[src/rtl/vpat_pkg.sv]
package vpat_pkg;

    localparam int ADDR_W = 64;
    localparam int TYPE_W = 5;

    localparam logic [11:0] OFS_SEL  = 12'h900;
    localparam logic [11:0] OFS_CTL1 = 12'h904;
    localparam logic [11:0] OFS_CTL2 = 12'h908;
    localparam logic [11:0] OFS_BLO  = 12'h90C;
    localparam logic [11:0] OFS_BHI  = 12'h910;
    localparam logic [11:0] OFS_LIM  = 12'h914;
    localparam logic [11:0] OFS_TLO  = 12'h918;
    localparam logic [11:0] OFS_THI  = 12'h91C;

    typedef enum logic [TYPE_W-1:0] {
        KIND_MEM  = 5'd0,
        KIND_IO   = 5'd2,
        KIND_CFG0 = 5'd4,
        KIND_CFG1 = 5'd5
    } kind_e;

    typedef struct packed {
        logic              en;
        logic              bar_mode;
        logic [TYPE_W-1:0] kind;
        logic [ADDR_W-1:0] base;
        logic [31:0]       limit;
        logic [ADDR_W-1:0] tgt;
    } region_t;

    typedef struct packed {
        logic              miss;
        logic [TYPE_W-1:0] kind;
        logic [ADDR_W-1:0] addr;
    } xlat_t;

    function automatic logic [31:0] window_view(input region_t r, input logic [11:0] ofs);
        logic [31:0] v;
        case (ofs)
            OFS_CTL1: v = {{(32-TYPE_W){1'b0}}, r.kind};
            OFS_CTL2: v = {r.en, r.bar_mode, 30'd0};
            OFS_BLO:  v = r.base[31:0];
            OFS_BHI:  v = r.base[63:32];
            OFS_LIM:  v = r.limit;
            OFS_TLO:  v = r.tgt[31:0];
            OFS_THI:  v = r.tgt[63:32];
            default:  v = 32'd0;
        endcase
        return v;
    endfunction

endpackage

[src/rtl/vpat_regfile.sv]
module vpat_regfile
    import vpat_pkg::*;
#(
    parameter int N_REG = 2,
    parameter int IDX_W = 1
) (
    input  logic                    clk,
    input  logic                    rst,
    input  logic                    cfg_wr,
    input  logic [11:0]             cfg_addr,
    input  logic [31:0]             cfg_wdata,
    output logic [31:0]             cfg_rdata,
    output region_t [N_REG-1:0]     regs
);

    logic             sel_in;
    logic [IDX_W-1:0] sel_idx;
    logic             sel_ok;

    assign sel_ok = !sel_in && (int'(sel_idx) < N_REG);

    always_ff @(posedge clk) begin
        if (rst) begin
            sel_in  <= 1'b0;
            sel_idx <= '0;
            regs    <= '0;
        end else if (cfg_wr) begin
            if (cfg_addr == OFS_SEL) begin
                sel_in  <= cfg_wdata[31];
                sel_idx <= cfg_wdata[IDX_W-1:0];
            end else if (sel_ok) begin
                case (cfg_addr)
                    OFS_CTL1: regs[sel_idx].kind <= cfg_wdata[TYPE_W-1:0];
                    OFS_CTL2: begin
                        regs[sel_idx].en       <= cfg_wdata[31];
                        regs[sel_idx].bar_mode <= cfg_wdata[30];
                    end
                    OFS_BLO: regs[sel_idx].base[31:0]  <= cfg_wdata;
                    OFS_BHI: regs[sel_idx].base[63:32] <= cfg_wdata;
                    OFS_LIM: regs[sel_idx].limit       <= cfg_wdata;
                    OFS_TLO: regs[sel_idx].tgt[31:0]   <= cfg_wdata;
                    OFS_THI: regs[sel_idx].tgt[63:32]  <= cfg_wdata;
                    default: ;
                endcase
            end
        end
    end

    always_comb begin
        if (cfg_addr == OFS_SEL)
            cfg_rdata = {sel_in, {(31-IDX_W){1'b0}}, sel_idx};
        else if (sel_ok)
            cfg_rdata = window_view(regs[sel_idx], cfg_addr);
        else
            cfg_rdata = 32'd0;
    end

    // window writes with inbound selected change no region
    assert_inbound_ignored_R4: assert property (@(posedge clk) disable iff (rst)
        (cfg_wr && sel_in && cfg_addr != OFS_SEL) |=> $stable(regs));

    // selector write is visible at the next cycle
    assert_sel_written_R2: assert property (@(posedge clk) disable iff (rst)
        (cfg_wr && cfg_addr == OFS_SEL) |=> (sel_in == $past(cfg_wdata[31])));

endmodule

[src/rtl/vpat_match.sv]
module vpat_match
    import vpat_pkg::*;
#(
    parameter int N_REG = 2,
    parameter int IDX_W = 1
) (
    input  logic                clk,
    input  logic                rst,
    input  region_t [N_REG-1:0] regs,
    input  logic [ADDR_W-1:0]   addr,
    output xlat_t               res
);

    logic [N_REG-1:0] hit;
    logic [N_REG-1:0] grant;
    logic [IDX_W-1:0] win;

    for (genvar g = 0; g < N_REG; g++) begin : g_cmp
        logic [ADDR_W-1:0] top_addr;
        assign top_addr = {regs[g].base[ADDR_W-1:32], regs[g].limit};
        assign hit[g] = regs[g].en && (addr >= regs[g].base) && (addr <= top_addr);
    end

    always_comb begin
        win   = '0;
        grant = '0;
        for (int i = N_REG - 1; i >= 0; i--) begin
            if (hit[i]) begin
                win   = IDX_W'(i);
                grant = '0;
                grant[i] = 1'b1;
            end
        end
    end

    always_comb begin
        if (|hit) begin
            res.miss = 1'b0;
            res.kind = regs[win].kind;
            res.addr = regs[win].tgt + (addr - regs[win].base);
        end else begin
            res.miss = 1'b1;
            res.kind = '0;
            res.addr = addr;
        end
    end

    // at most one region is chosen and only one that hits
    assert_single_grant_R6: assert property (@(posedge clk) disable iff (rst)
        $onehot0(grant) && ((grant & ~hit) == '0));

    // a disabled region never hits
    for (genvar g = 0; g < N_REG; g++) begin : g_chk
        assert_disabled_no_hit_R8: assert property (@(posedge clk) disable iff (rst)
            !regs[g].en |-> !hit[g]);
    end

endmodule

[src/rtl/vpat_top.sv]
module vpat_top
    import vpat_pkg::*;
#(
    parameter int N_REG = 2
) (
    input  logic              clk,
    input  logic              rst,
    input  logic              cfg_wr,
    input  logic [11:0]       cfg_addr,
    input  logic [31:0]       cfg_wdata,
    output logic [31:0]       cfg_rdata,
    input  logic              req_valid,
    input  logic [63:0]       req_addr,
    output logic              rsp_valid,
    output logic [63:0]       rsp_addr,
    output logic [4:0]        rsp_type,
    output logic              rsp_miss
);

    localparam int IDX_W = (N_REG > 1) ? $clog2(N_REG) : 1;

    region_t [N_REG-1:0] regs;
    xlat_t               comb_res;

    vpat_regfile #(.N_REG(N_REG), .IDX_W(IDX_W)) u_rf (
        .clk(clk), .rst(rst),
        .cfg_wr(cfg_wr), .cfg_addr(cfg_addr), .cfg_wdata(cfg_wdata),
        .cfg_rdata(cfg_rdata), .regs(regs)
    );

    vpat_match #(.N_REG(N_REG), .IDX_W(IDX_W)) u_match (
        .clk(clk), .rst(rst), .regs(regs), .addr(req_addr), .res(comb_res)
    );

    always_ff @(posedge clk) begin
        if (rst) begin
            rsp_valid <= 1'b0;
            rsp_addr  <= '0;
            rsp_type  <= '0;
            rsp_miss  <= 1'b0;
        end else begin
            rsp_valid <= req_valid;
            if (req_valid) begin
                rsp_addr <= comb_res.addr;
                rsp_type <= comb_res.kind;
                rsp_miss <= comb_res.miss;
            end
        end
    end

    // response valid is low right after reset
    assert_reset_idle_R1: assert property (@(posedge clk)
        rst |=> !rsp_valid);

    // valid follows the request by one cycle
    assert_valid_follows_R5: assert property (@(posedge clk) disable iff (rst)
        req_valid |=> rsp_valid);
    assert_valid_drops_R5: assert property (@(posedge clk) disable iff (rst)
        !req_valid |=> !rsp_valid);

    // a miss passes the address through with type zero
    assert_miss_passthru_R7: assert property (@(posedge clk) disable iff (rst)
        (req_valid && !(|comb_res.kind) && comb_res.miss)
            |=> (rsp_miss && rsp_type == 5'd0 && rsp_addr == $past(req_addr)));

endmodule

[config.mk]
export PLATFORM = sky130hd
export DESIGN_NAME = vpat_top
export DESIGN_NICKNAME = d
export VERILOG_FILES = /design/src/rtl/vpat_pkg.sv /design/src/rtl/vpat_regfile.sv /design/src/rtl/vpat_match.sv /design/src/rtl/vpat_top.sv
export SDC_FILE = /design/constraint.sdc
export NUM_CORES = 2
export LEC_CHECK = 0
export BUFFER_PORTS_ARGS = -buffer_cell sky130_fd_sc_hd__buf_4
export CORE_ASPECT_RATIO = 1.1
export CORE_MARGIN = 4
export CORE_UTILIZATION = 44
export CTS_CLUSTER_SIZE = 14
export DETAILED_ROUTE_END_ITERATION = 10
export GPL_TIMING_DRIVEN = 0
export SLEW_MARGIN = 10
export SYNTH_ARGS = -nofsm -noshare
export SYNTH_HDL_FRONTEND = slang
export SYNTH_HIERARCHICAL = 1
export SYNTH_SLANG_ARGS = --single-unit
[constraint.sdc]
create_clock -name clk -period 6.2 [get_ports clk]
set_clock_uncertainty 0.1 [all_clocks]
set_input_delay 0.62 -clock clk [delete_from_list [all_inputs] [get_ports clk]]
set_output_delay 0.62 -clock clk [all_outputs]
set_load 0.02 [all_outputs]
==> key figures <==
Outcome
  – Status: complete, but fails checks
  – Violated checks: negative setup slack

Timing
  – Slew @ Worst Pin: 1420 ps
  – Slew HR: 0.0485
  – Final setup fails: 47
  – Period utilization: 1.17
  – Min Tclk post-route: 7260 ps
  – Final hold violation count: 0
  – Fmax: about 140 MHz
  – Max-slew violations: 0
  – Unrepaired setup endpoints after global routing: true
  – Final worst slack: -1060 ps

Global routing
  – Grt ovf: 0
  – Met3 usage: 0.0849
  – First-pass GRT wire length: 199,000 um
  – Initial antenna violation count: 3
  – Vias in the first global route: 28,800
  – Largest net degree at the start of global routing: 14
  – GRT met2 Usage: 0.574
  – Global routing's busiest layer: met2
  – Met1 Resource Use GR: 0.484
  – GRT Overall Usage: 0.384

Finish
  – Commonest non-fill, non-tap cell in the layout: nand2_1
  – Share of cells above drive strength 1: 0.225
  – Synthesis-to-layout area growth: 24.8%
  – Final #Nets: 4,396
  – Fill cell count: 6,267
  – Most frequent cells in the layout: nand2_1, a21oi_1, dfxtp_1

Pwr
  – Sequential power share: 0.371
  – Maximum VDD drop: 0.000193 V
  – P_leak: 14.0 nW
  – Switch Pwr: between 2 and 2.5 mW
  – Comb power frac: 0.196
  – Clk network pwr share: 0.433
  – Cell internal pwr: 5.02 mW
  – Overall power: 7.15 mW
  – Net Sw Frac: 0.298
  – Power Density: 194 mW/mm^2

Yosys
  – Syn_nets: 4,036
  – Yosys cell types: 87
  – YS warnings: 6
  – Post-synth EDFFs: 0
  – Synth Register Bits: approximately 410
  – Syn avg cell area: 8.19 sq um
  – Cell count after synthesis: between 3,000 and 4,000
  – Seq/Total Area, Yosys: 0.276
  – Ys async rst share: 0
  – Post-synthesis instance area: 0.0295 sq mm
  – Dominant synthesized flop cell: dfxtp_1

Critical path
  – Kind of start point of the critical path: flip-flop
  – CP Capture Type: flip-flop
  – CP arrival: about 7700 ps
  – Worst path slowest cell: or3_4
  – Critical Path RT: 6590 ps
  – Crit path kind: reg2reg
  – Crit path max fanout: 10
  – CP most frequent cell: buf_4
  – Max incr delay on CP: ~500 ps

Drt
  – Drt initial violations: 3,574
  – DRC: 0
  – Final WL: about 140,000 um
  – Final ANT Viol Nets: 0
  – Via Count: slightly above 30,000
  – DR vias/cell: 6.26
  – DR pass1 iterations: 6
  – Routed wire per std cell: 29.3 um

Clock network
  – Clk sinks: 407
  – Root Buffer Master: clkbuf_16
  – Hold Buf Count CTS: 0
  – Clk_lat worst skew: 640 ps
  – CTS tree: done
  – Htree depth: 2
  – CTS Buffer Depth: 3
  – Clock transition at the registers of the reported paths: 60 ps
  – CTS Buf Count: 49

Floorplan
  – Die H: 280 um
  – Core area: 0.0664 sq mm
  – Initial Utilization: 0.445
  – Cell Rows: 99
  – I/O pins: 215
  – Die ar.: 0.0713 sq mm
  – Width of the die: 255 um

Placement
  – Pre-CTS setup slack: -2670 ps
  – DP HPWL: roughly 110,000 um
  – Gpl congestion: 1.04
  – IO buf count: 187

Hold path
  – Hold WC Path Type: in2reg

Run
  – Max cap viols: 0
## cells in the mapped netlist (all sizes together), types with 5 or more instances
cell type | count | area [sq um]
a211o | 5 | 43.8
a211oi | 18 | 155
a21boi | 8 | 60.1
a21o | 54 | 407
a21oi | 395 | 2000
a221o | 12 | 120
a221oi | 57 | 499
a22o | 53 | 464
a22oi | 15 | 113
a31oi | 12 | 81.3
and2 | 7 | 43.8
and3 | 15 | 93.8
and4 | 7 | 61.3
buf | 79 | 469
clkbuf | 163 | 612
dfxtp | 407 | 8150
fa | 63 | 1260
ha | 256 | 3200
inv | 224 | 841
mux2 | 127 | 1430
mux2i | 259 | 2590
nand2 | 611 | 2290
nand2b | 8 | 50.1
nand3 | 34 | 170
nand4 | 67 | 425
nor2 | 208 | 783
nor2b | 33 | 206
nor3 | 29 | 161
nor3b | 6 | 45.0
nor4 | 12 | 100
o211ai | 10 | 75.1
o21a | 10 | 75.1
o21ai | 157 | 793
o21bai | 17 | 128
o221ai | 5 | 43.8
o2bb2ai | 31 | 272
or3 | 10 | 62.6
or4 | 5 | 37.5
xnor2 | 41 | 359
xor2 | 23 | 201
## metal layers
layer | part of all wire | vias up
met4 | 0.098 | 4
met1 | 0.38 | 14600
met5 | 0.00019 | -
li1 | - | 13400
met3 | 0.11 | 519
met2 | 0.42 | 1900
## cell families after synthesis
family                     after synthesis  share of synthesized area
and+or+nand+nor                       1071                      0.161
AOI/OAI and AO/OA                      892                      0.192
buffers and inverters                  466                     0.0651
DFF                                    407                      0.276
muxes                                  386                      0.136
adders and majority gates              319                      0.151
xor gates and xnor gates                64                     0.0190
## worst paths after layout
kind	slack [ps]	start	cells past startpoint	end
setup / recovery	-1060	flip-flop	29	rsp_addr[56]
hold / removal	130	cfg_wdata[3]	2	flip-flop
setup reg to reg	-1060	flip-flop	29	rsp_addr[56]
hold reg to reg	370	flip-flop	2	flip-flop
## timing repair
| action | in CTS | in global routing |
|---|---|---|
| setup buffers | 82 | 58 |
| resized for setup | 355 | 161 |
| setup endpoints to repair | 58 | 50 |
| pin swaps | 102 | 91 |
| endpoints found under the hold margin | 0 | 0 |
| gates cloned | 2 | 1 |
## layout make-up
type | instances | area, sq um | area share
timing repair buffer | 317 | 2590 | 0.0702
sequential | 407 | 8230 | 0.223
inverter | 224 | 848 | 0.0230
clock inverter | 15 | 240 | 0.00651
tap | 858 | 1070 | 0.0291
multi-input combinational | 2732 | 21300 | 0.577
buffer | 234 | 1180 | 0.0320
clock buffer | 72 | 1440 | 0.0391
antenna | 1 | 2.50 | 0.0000679
## worst max-delay path: cells and delay by family (launching register included)
kind | cells | cell delay (ps)
multiplexers | 3 | 790
buffers and inverters | 7 | 1110
XOR/XNOR | 1 | 160
AO/OA/AOI/OAI | 7 | 1600
adder cells (fa/ha/maj) | 3 | 940
flip-flops | 1 | 390
AND/OR/NAND/NOR | 8 | 1980
## stage by stage
| step | std cells | setup TNS (ps) | cell area (sq um) | hold slack, ps | utilization |
|---|---|---|---|---|---|
| global placement | 4650 | -107980 | 32000 | 350 | 0.483 |
| floorplan | 3605 | -8.56 | 29600 | 338 | - |
| detailed placement | 4650 | -105250 | 32000 | 356 | 0.483 |
| global route | 4859 | -29890 | 36900 | 127 | 0.555 |
| CTS | 4814 | -17260 | 35800 | 115 | 0.539 |
| finish | 4860 | -25870 | 36900 | 132 | 0.555 |
## power by group through the flow
stage / Combinational, mW / Sequential (mW) / Clock (mW)
2_1_floorplan: 0.639 / 2.74 / 0
3_3_place_gp: 1.09 / 2.71 / 0
3_5_place_dp: 1.09 / 2.71 / 0
4_1_cts: 1.23 / 2.65 / 3.11
5_1_grt: 1.48 / 2.65 / 3.21
6_report: 1.40 / 2.65 / 3.10
Note: power is estimated with default switching activity, not from simulation.
